`src/rtl/seg_adder_pkg.sv`:
```
package seg_adder_pkg;

    parameter int OFF_W = 8;
    parameter int SEG_W = 8;
    localparam int SUM_W = OFF_W + 2;

    typedef enum logic [1:0] {
        TGT_CODE  = 2'b00,
        TGT_STACK = 2'b01,
        TGT_GEN_A = 2'b10,
        TGT_GEN_B = 2'b11
    } tgt_e;

    typedef enum logic [1:0] {
        WRAP_NONE = 2'b00,
        WRAP_UP   = 2'b01,
        WRAP_DOWN = 2'b10
    } wrap_e;

    typedef struct packed {
        logic [OFF_W-1:0] off;
        wrap_e            wrap;
    } off_res_t;

    function automatic logic pair_capable(input tgt_e t);
        return (t == TGT_CODE) || (t == TGT_STACK);
    endfunction

endpackage

```
`src/rtl/seg_carry_flags.sv`:
```
module seg_carry_flags
    import seg_adder_pkg::*;
(
    input  logic clk,
    input  logic rst,
    input  logic cry_set,
    input  logic cry_clr,
    input  logic flag_sel,
    output logic code_en,
    output logic stack_en
);
    localparam int NFLAG = 2;
    logic [NFLAG-1:0] flg_q;

    for (genvar g = 0; g < NFLAG; g++) begin : g_flag
        always_ff @(posedge clk) begin
            if (rst)
                flg_q[g] <= 1'b0;
            else if (flag_sel == g[0]) begin
                if (cry_clr)      flg_q[g] <= 1'b0;
                else if (cry_set) flg_q[g] <= 1'b1;
            end
        end

        // the flag that flag_sel does not choose keeps its value
        assert_flag_hold_R7: assert property (@(posedge clk) disable iff (rst)
            (flag_sel != g[0]) |=> $stable(flg_q[g]));
        // clear takes priority over set
        assert_clr_wins_R7: assert property (@(posedge clk) disable iff (rst)
            (flag_sel == g[0] && cry_clr) |=> !flg_q[g]);
    end

    assign code_en  = flg_q[0];
    assign stack_en = flg_q[1];
endmodule

```
`src/rtl/seg_off_add.sv`:
```
module seg_off_add
    import seg_adder_pkg::*;
(
    input  logic [OFF_W-1:0] off_in,
    input  logic [OFF_W-1:0] disp_in,
    output off_res_t         res
);
    logic signed [SUM_W-1:0] sum;

    always_comb begin
        sum = $signed({2'b00, off_in}) + $signed({{2{disp_in[OFF_W-1]}}, disp_in});
        res.off = sum[OFF_W-1:0];
        if (sum < 0)
            res.wrap = WRAP_DOWN;
        else if (sum > $signed(SUM_W'((1 << OFF_W) - 1)))
            res.wrap = WRAP_UP;
        else
            res.wrap = WRAP_NONE;
    end

    // a positive displacement can never produce a borrow
    always_comb begin
        if (!disp_in[OFF_W-1])
            assert_pos_no_borrow_R2: assert (res.wrap != WRAP_DOWN);
    end
endmodule

```
`src/rtl/seg_adjust.sv`:
```
module seg_adjust
    import seg_adder_pkg::*;
(
    input  logic [SEG_W-1:0] seg_in,
    input  wrap_e            wrap,
    input  logic             carry_on,
    output logic [SEG_W-1:0] seg_out
);
    always_comb begin
        seg_out = seg_in;
        if (carry_on) begin
            unique case (wrap)
                WRAP_UP:   seg_out = seg_in + SEG_W'(1);
                WRAP_DOWN: seg_out = seg_in - SEG_W'(1);
                default:   seg_out = seg_in;
            endcase
        end
    end
endmodule

```
`src/rtl/seg_ptr_adder.sv`:
```
module seg_ptr_adder
    import seg_adder_pkg::*;
(
    input  logic             clk,
    input  logic             rst,
    input  logic [OFF_W-1:0] off_in,
    input  logic [OFF_W-1:0] disp_in,
    input  logic [SEG_W-1:0] seg_in,
    input  logic [1:0]       tgt_sel,
    input  logic             cry_set,
    input  logic             cry_clr,
    input  logic             flag_sel,
    output logic [OFF_W-1:0] off_out,
    output logic [SEG_W-1:0] seg_out
);
    logic     code_en, stack_en, carry_on;
    off_res_t ores;
    tgt_e     tgt;

    assign tgt = tgt_e'(tgt_sel);

    seg_carry_flags u_flags (
        .clk(clk), .rst(rst), .cry_set(cry_set), .cry_clr(cry_clr),
        .flag_sel(flag_sel), .code_en(code_en), .stack_en(stack_en)
    );

    seg_off_add u_add (.off_in(off_in), .disp_in(disp_in), .res(ores));

    always_comb begin
        carry_on = 1'b0;
        if (pair_capable(tgt))
            carry_on = (tgt == TGT_CODE) ? code_en : stack_en;
    end

    seg_adjust u_seg (.seg_in(seg_in), .wrap(ores.wrap), .carry_on(carry_on), .seg_out(seg_out));

    assign off_out = ores.off;

    // targets other than the two pairs pass the segment through
    assert_other_pass_R6: assert property (@(posedge clk) disable iff (rst)
        (tgt_sel[1]) |-> (seg_out == seg_in));
    // when there is no wrap, the segment is unchanged
    assert_no_wrap_pass_R5: assert property (@(posedge clk) disable iff (rst)
        (ores.wrap == WRAP_NONE) |-> (seg_out == seg_in));
    // in the cycle after reset, both flags are off
    assert_reset_off_R1: assert property (@(posedge clk)
        $past(rst) |-> (!code_en && !stack_en));
    // the segment moves by at most one step
    assert_seg_step_R8: assert property (@(posedge clk) disable iff (rst)
        (seg_out == seg_in) || (seg_out == seg_in + SEG_W'(1)) || (seg_out == seg_in - SEG_W'(1)));
endmodule

```
`config.mk`:
```
export PLATFORM = sky130hd
export DESIGN_NAME = seg_ptr_adder
export DESIGN_NICKNAME = d
export VERILOG_FILES = /design/src/rtl/seg_adder_pkg.sv /design/src/rtl/seg_carry_flags.sv /design/src/rtl/seg_off_add.sv /design/src/rtl/seg_adjust.sv /design/src/rtl/seg_ptr_adder.sv
export SDC_FILE = /design/constraint.sdc
export NUM_CORES = 1
export LEC_CHECK = 0
export ABC_AREA = 1
export BUFFER_PORTS_ARGS = -buffer_cell sky130_fd_sc_hd__clkbuf_2
export CORE_ASPECT_RATIO = 0.9
export CORE_MARGIN = 3
export CORE_UTILIZATION = 47
export CTS_CLUSTER_SIZE = 16
export DETAILED_ROUTE_END_ITERATION = 6
export GPL_ROUTABILITY_DRIVEN = 0
export PLACE_DENSITY_LB_ADDON = 0.3
export REMOVE_ABC_BUFFERS = 1
export SLEW_MARGIN = 20
export SYNTH_ARGS = -nofsm -noshare
export SYNTH_HDL_FRONTEND = slang
export SYNTH_SLANG_ARGS = --single-unit
```
`constraint.sdc`:
```
create_clock -name clk -period 3.2 [get_ports clk]
set_input_delay 0.16 -clock clk [delete_from_list [all_inputs] [get_ports clk]]
set_output_delay 0.16 -clock clk [all_outputs]
set_load 0.02 [all_outputs]
```
-- Word-level counts from Yosys, hierarchy flattened
Index checks and enable logic that the tools add are counted.
- flip-flop bits (word level): 2
- input port bits: 31
- output and inout port bits: 16
- word-level logic and storage cells: 24
- add/subtract/negate cells: 3
- $lt $le $gt $ge: 2
- eq/ne operators: 3
- multiplexer cells: 8
- bitwise logic cells: 1
- reductions and logical operators: 5
- operators by type and width (cell ; number):
    one-hot mux 8 bit (2 select lines) ; 1
    adder 9 x 8 -> 10 bit ; 1
    > comparator 10 x 9 -> 1 bit, second input constant ; 1
    less-than comparator 10 x 1 -> 1 bit, second input constant ; 1
    adder 8 x 1 -> 8 bit, second input constant ; 1
    two-way mux 8 bit ; 1
    subtractor 8 x 1 -> 8 bit, second input constant ; 1
    two-way mux 1 bit ; 5
    equality test 2 x 1 -> 1 bit, second input constant ; 2
    AND reduction 2 bit ; 2
    equality test 2 bit, second input constant ; 1
    logical NOT 2 bit ; 1
    two-way mux 2 bit ; 1
    nonzero test 2 bit ; 1
    logical OR 1 bit ; 1
    NOT 1 bit ; 1

-- Logic depth before layout (Yosys ltp)
- word-level depth: 7
- gate-level depth with buffers: 22
- depth with buffers taken out: 22

-- Modules after synthesis
From an unflattened synthesis, not the netlist that was laid out.
- cell total of the unflattened synthesis: 196
- area, all modules: 1059.8 um^2
- modules (own cells, without submodules) (module ; instances ; cells an instance ; area an instance (um^2) ; seq. area each (um^2)):
    seg_adjust ; 1 ; 109 ; 531.8 ; 0.0
    seg_off_add ; 1 ; 69 ; 425.4 ; 0.0
    seg_carry_flags ; 1 ; 12 ; 80.1 ; 40.0
    seg_ptr_adder ; 1 ; 6 ; 22.5 ; 0.0

-- Worst setup path before layout
No wires, ideal clock.
- path type: input port to output port
- start: input off_in[4]
- end: output seg_out[7]
- arrival time: 2.340 ns
- data required time: 3.040 ns
- setup slack: 0.700 ns
- stages on the path: 21
- cells stage by stage: ha_1 > nand2_2 > inv_2 > nand2_2 > nand2_2 > nand2_2 > nand3_2 > nand2_1 > nand2_1 > ha_1 > a21oi_1 > nand2_1 > nand2_1 > nand3_1 > inv_1 > nand3_1 > nand2_1 > inv_1 > nand3_1 > nand2_1 > inv_1
- longest elaborated chain between the ends: 7
- elaborated cells on any way between the ends: 9
- RTL lines (item ; line ; text):
    start, declared ; seg_ptr_adder.sv:6 ; input logic [OFF_W-1:0] off_in,
    adder 9 x 8 -> 10 bit * ; seg_off_add.sv:11 ; sum = $signed({2'b00, off_in}) + $signed({{2{disp_in[OFF_W-1]}}, disp_in});
    > comparator 10 x 9 -> 1 bit ; seg_off_add.sv:15 ; else if (sum > $signed(SUM_W'((1 << OFF_W) - 1)))
    two-way mux 1 bit ; seg_off_add.sv:15 ;
    two-way mux 2 bit * ; seg_off_add.sv:13 ; if (sum < 0)
    equality test 2 bit / equality test 2 x 1 -> 1 bit (equally long branches) ; seg_adjust.sv:12 ; unique case (wrap)
    one-hot mux 8 bit (2 select lines) * ; seg_adjust.sv:12 ;
    two-way mux 8 bit * ; seg_adjust.sv:11 ; if (carry_on) begin
    end, declared ; seg_ptr_adder.sv:14 ; output logic [SEG_W-1:0] seg_out
Mark *: on every way between the ends. The rest lies on a longest branch, timed or not.

-- Final worst setup path
Ends and elaborated chain as after synthesis.

==> results_dict.tcl <==
set metrics [dict create \
    arrival_ns 2.77 \
    status "complete, no violations" \
    io_buffer_count 46 \
    critical_path_class "primary input to output port" \
    use_met1_pct 23.1 \
    synth_most_common_cell "nand2_1" \
    htree_levels 1 \
    worstSetupStartpointType "primary input" \
    synth_warnings 0 \
    timing.final.crit_share_pct 91.5 \
    fin_util_pct 65.1 \
    syn_to_final_growth_pct 28.2 \
    synth_edf_count 0 \
    synth_area_um2 991 \
    setup_tns_ns 0 \
    maxCapViolCount 0 \
    start_util_pct 50.8 \
    async_flop_share_pct 0 \
    crit_required_ns 3.04 \
    drt_first_pass_iters 3 \
    yosysSeqAreaShare_pct 4.04 \
    grt_pass1_vias 998 \
    busiest_layer "met2" \
    powerDensity_mw_per_mm2 293 \
    die_h_um 49.6 \
    min_path_type "primary input to register" \
    drive_gt1_share_pct 40.6 \
    core_area_mm2 0.00195 \
    cts_setup_buffers 0 \
    ys_types 27 \
    drt_iter0_drc 13 \
    ios 47 \
    cts_tree "yes" \
    grt_usage_pct 18.4 \
    clock_path_buffers 2 \
    met2_usage_pct 32.7 \
    ys_top_cells_by_area "ha_1, nand2_1, inv_1, a21oi_2, xnor2_1" \
    cts-root-buf "clkbuf_4" \
    setup_violations 0 \
    n_antenna_cell 0 \
    ys_seq_elements 2 \
    hold_viol 0 \
    avgSynthCellArea_um2 6.88 \
    ir_drop_uv 207 \
    max_freq_ghz 0.342 \
    period_minus_slack_ns 2.93 \
    post-route-drc-count 0 \
    holdBufCountCts 0 \
    ant_nets 0 \
    num_rows 15 \
    grt_antenna_before_repair 0 \
    drt_wl_total_um 2290 \
    vias 1051 \
    grt_max_degree 16 \
    synth_top_area_share_pct 18.9 \
    grt_pass1_wl_um 3890 \
    die_area_mm2 0.00270 \
    cp-end-kind "output port" \
    synth_common_cells "nand2_1, inv_1, ha_1" \
    grtUsageMet3_pct 0.906 \
    slew_headroom_pct 78.7 \
    avgViaCountPerCell 4.84 \
    dp_hpwl_um 2030 \
    tightest_slew_ns 0.318 \
    slew_violations 0 \
    synth_ff_type "dfxtp_1" \
    cts.sink_count 2 \
    cts_resized 0 \
    cts_buffers 3 \
    die_w_um 54.4 \
    wire_per_inst_um 10.6 \
    synth_area_leader_cell "ha_1" \
    cts.clk_slew.worst_paths_ns 0.03 \
    clk_latency_ns 0.22 \
    path_max_fanout 7 \
    nNetsFinal 242 \
    skew_ns 0 \
    synth_cells 144 \
    p_leak_nw 0.711 \
    rsz0062_at_grt "no" \
    grt.overflow.total 0 \
]
[per-stage QoR]
step	setup WS [ns]	total power [W]	cell area [µm²]	hold slack, ns	std cells
4_1_cts	0.257	0.000372	1250	0.115	217
2_1_floorplan	0.699	0.000235	971	0.238	143
3_5_place_dp	0.265	0.000312	1230	0.353	214
3_3_place_gp	0.399	0.000304	1230	0.344	214
5_1_grt	0.00411	0.000410	1270	0.126	217
6_report	0.273	0.000373	1270	0.123	217
[critical path, stage by stage]
cell and delay (ns):
clkbuf_2 0.08, ha_1 0.36, nand2_2 0.14, inv_2 0.04, nand2_2 0.06, nand2_2 0.05
nand2_2 0.09, nand3_2 0.09, nand2_1 0.10, nand2_1 0.20, ha_2 0.47, nand2_1 0.07
nor2_1 0.11, nand2_1 0.06, nand3_1 0.09, inv_1 0.04, nand3_1 0.07, nand2_1 0.05
inv_1 0.06, nand2_1 0.05, nand2_1 0.06, nand2_1 0.05, inv_1 0.05, clkbuf_2 0.16
[final timing paths]
check	startpoint	to	slack, ns	cells after the start
worst max-delay path	off_in[4]	seg_out[7]	0.27	24
worst min-delay path	rst	u_flags.stack_en$_SDFFE_PP0P_	0.12	2
worst max register to register	u_flags.code_en$_SDFFE_PP0P_	u_flags.code_en$_SDFFE_PP0P_	2.56	2
worst min register to register	u_flags.stack_en$_SDFFE_PP0P_	u_flags.stack_en$_SDFFE_PP0P_	0.51	2
[per-layer routing]
metal | vias up | wire length, µm
met3 | 2 | 74
met2 | 25 | 1120
met4 | 0 | 15
li1 | 573 | -
met1 | 451 | 1080
met5 | - | 0
[cells by family (layout without fill, tap and decap cells)]
family / after synthesis / count (layout) / synth area share [%]
compound gates: 27 / 27 / 18.3
simple gates: 59 / 59 / 32.2
buf+inv: 27 / 75 / 11.9
fa+ha+maj: 17 / 17 / 23.0
flops: 2 / 2 / 4.04
xor+xnor: 12 / 12 / 10.6
[cells in the final DEF, fill, tap and decap left out]
cell / netlist / routed
a21o_1: 2 / 2
a211oi_1: 3 / 3
xor2_1: 6 / 6
clkbuf_4: 0 / 3
a21oi_1: 9 / 9
nand2_1: 26 / 26
nor3_1: 1 / 1
dfxtp_1: 2 / 2
xnor2_1: 6 / 6
o21ai_2: 1 / 1
nand3_1: 6 / 6
nor2_2: 7 / 7
nand3_2: 3 / 3
ha_2: 0 / 1
nor2_4: 1 / 1
inv_2: 1 / 1
nand4_2: 1 / 1
nor2_1: 5 / 5
nand4_1: 2 / 2
o21bai_1: 1 / 1
fa_1: 2 / 2
nand2_2: 6 / 6
o21ai_0: 1 / 1
a31oi_1: 4 / 4
ha_1: 15 / 13
inv_1: 25 / 25
ha_4: 0 / 1
clkbuf_2: 0 / 46
a21oi_2: 6 / 6
nor2_8: 1 / 1
[flip-flops by register name, indices dropped and copies added (netlist names)]
name              cells
u_flags.stack_en      1
u_flags.code_en       1
[cell type report]
class	instances	area, µm²
Inverter	26	97.6
Multi-Input combinational cell	115	848
Clock buffer	3	22.5
Fill cell	204	682
Tap cell	25	31.3
Timing Repair Buffer	46	230
Sequential cell	2	40.0
[power by group]
part           internal, W  switching (W)  leakage [nW]  total (W)
Clock            0.0000414      0.0000148        0.0138  0.0000562
Combinational     0.000114       0.000175         0.681   0.000289
Sequential       0.0000266    0.000000713        0.0164  0.0000273
Total             0.000182       0.000191         0.711   0.000373
No activity file was read; power rests on OpenSTA's default activity.
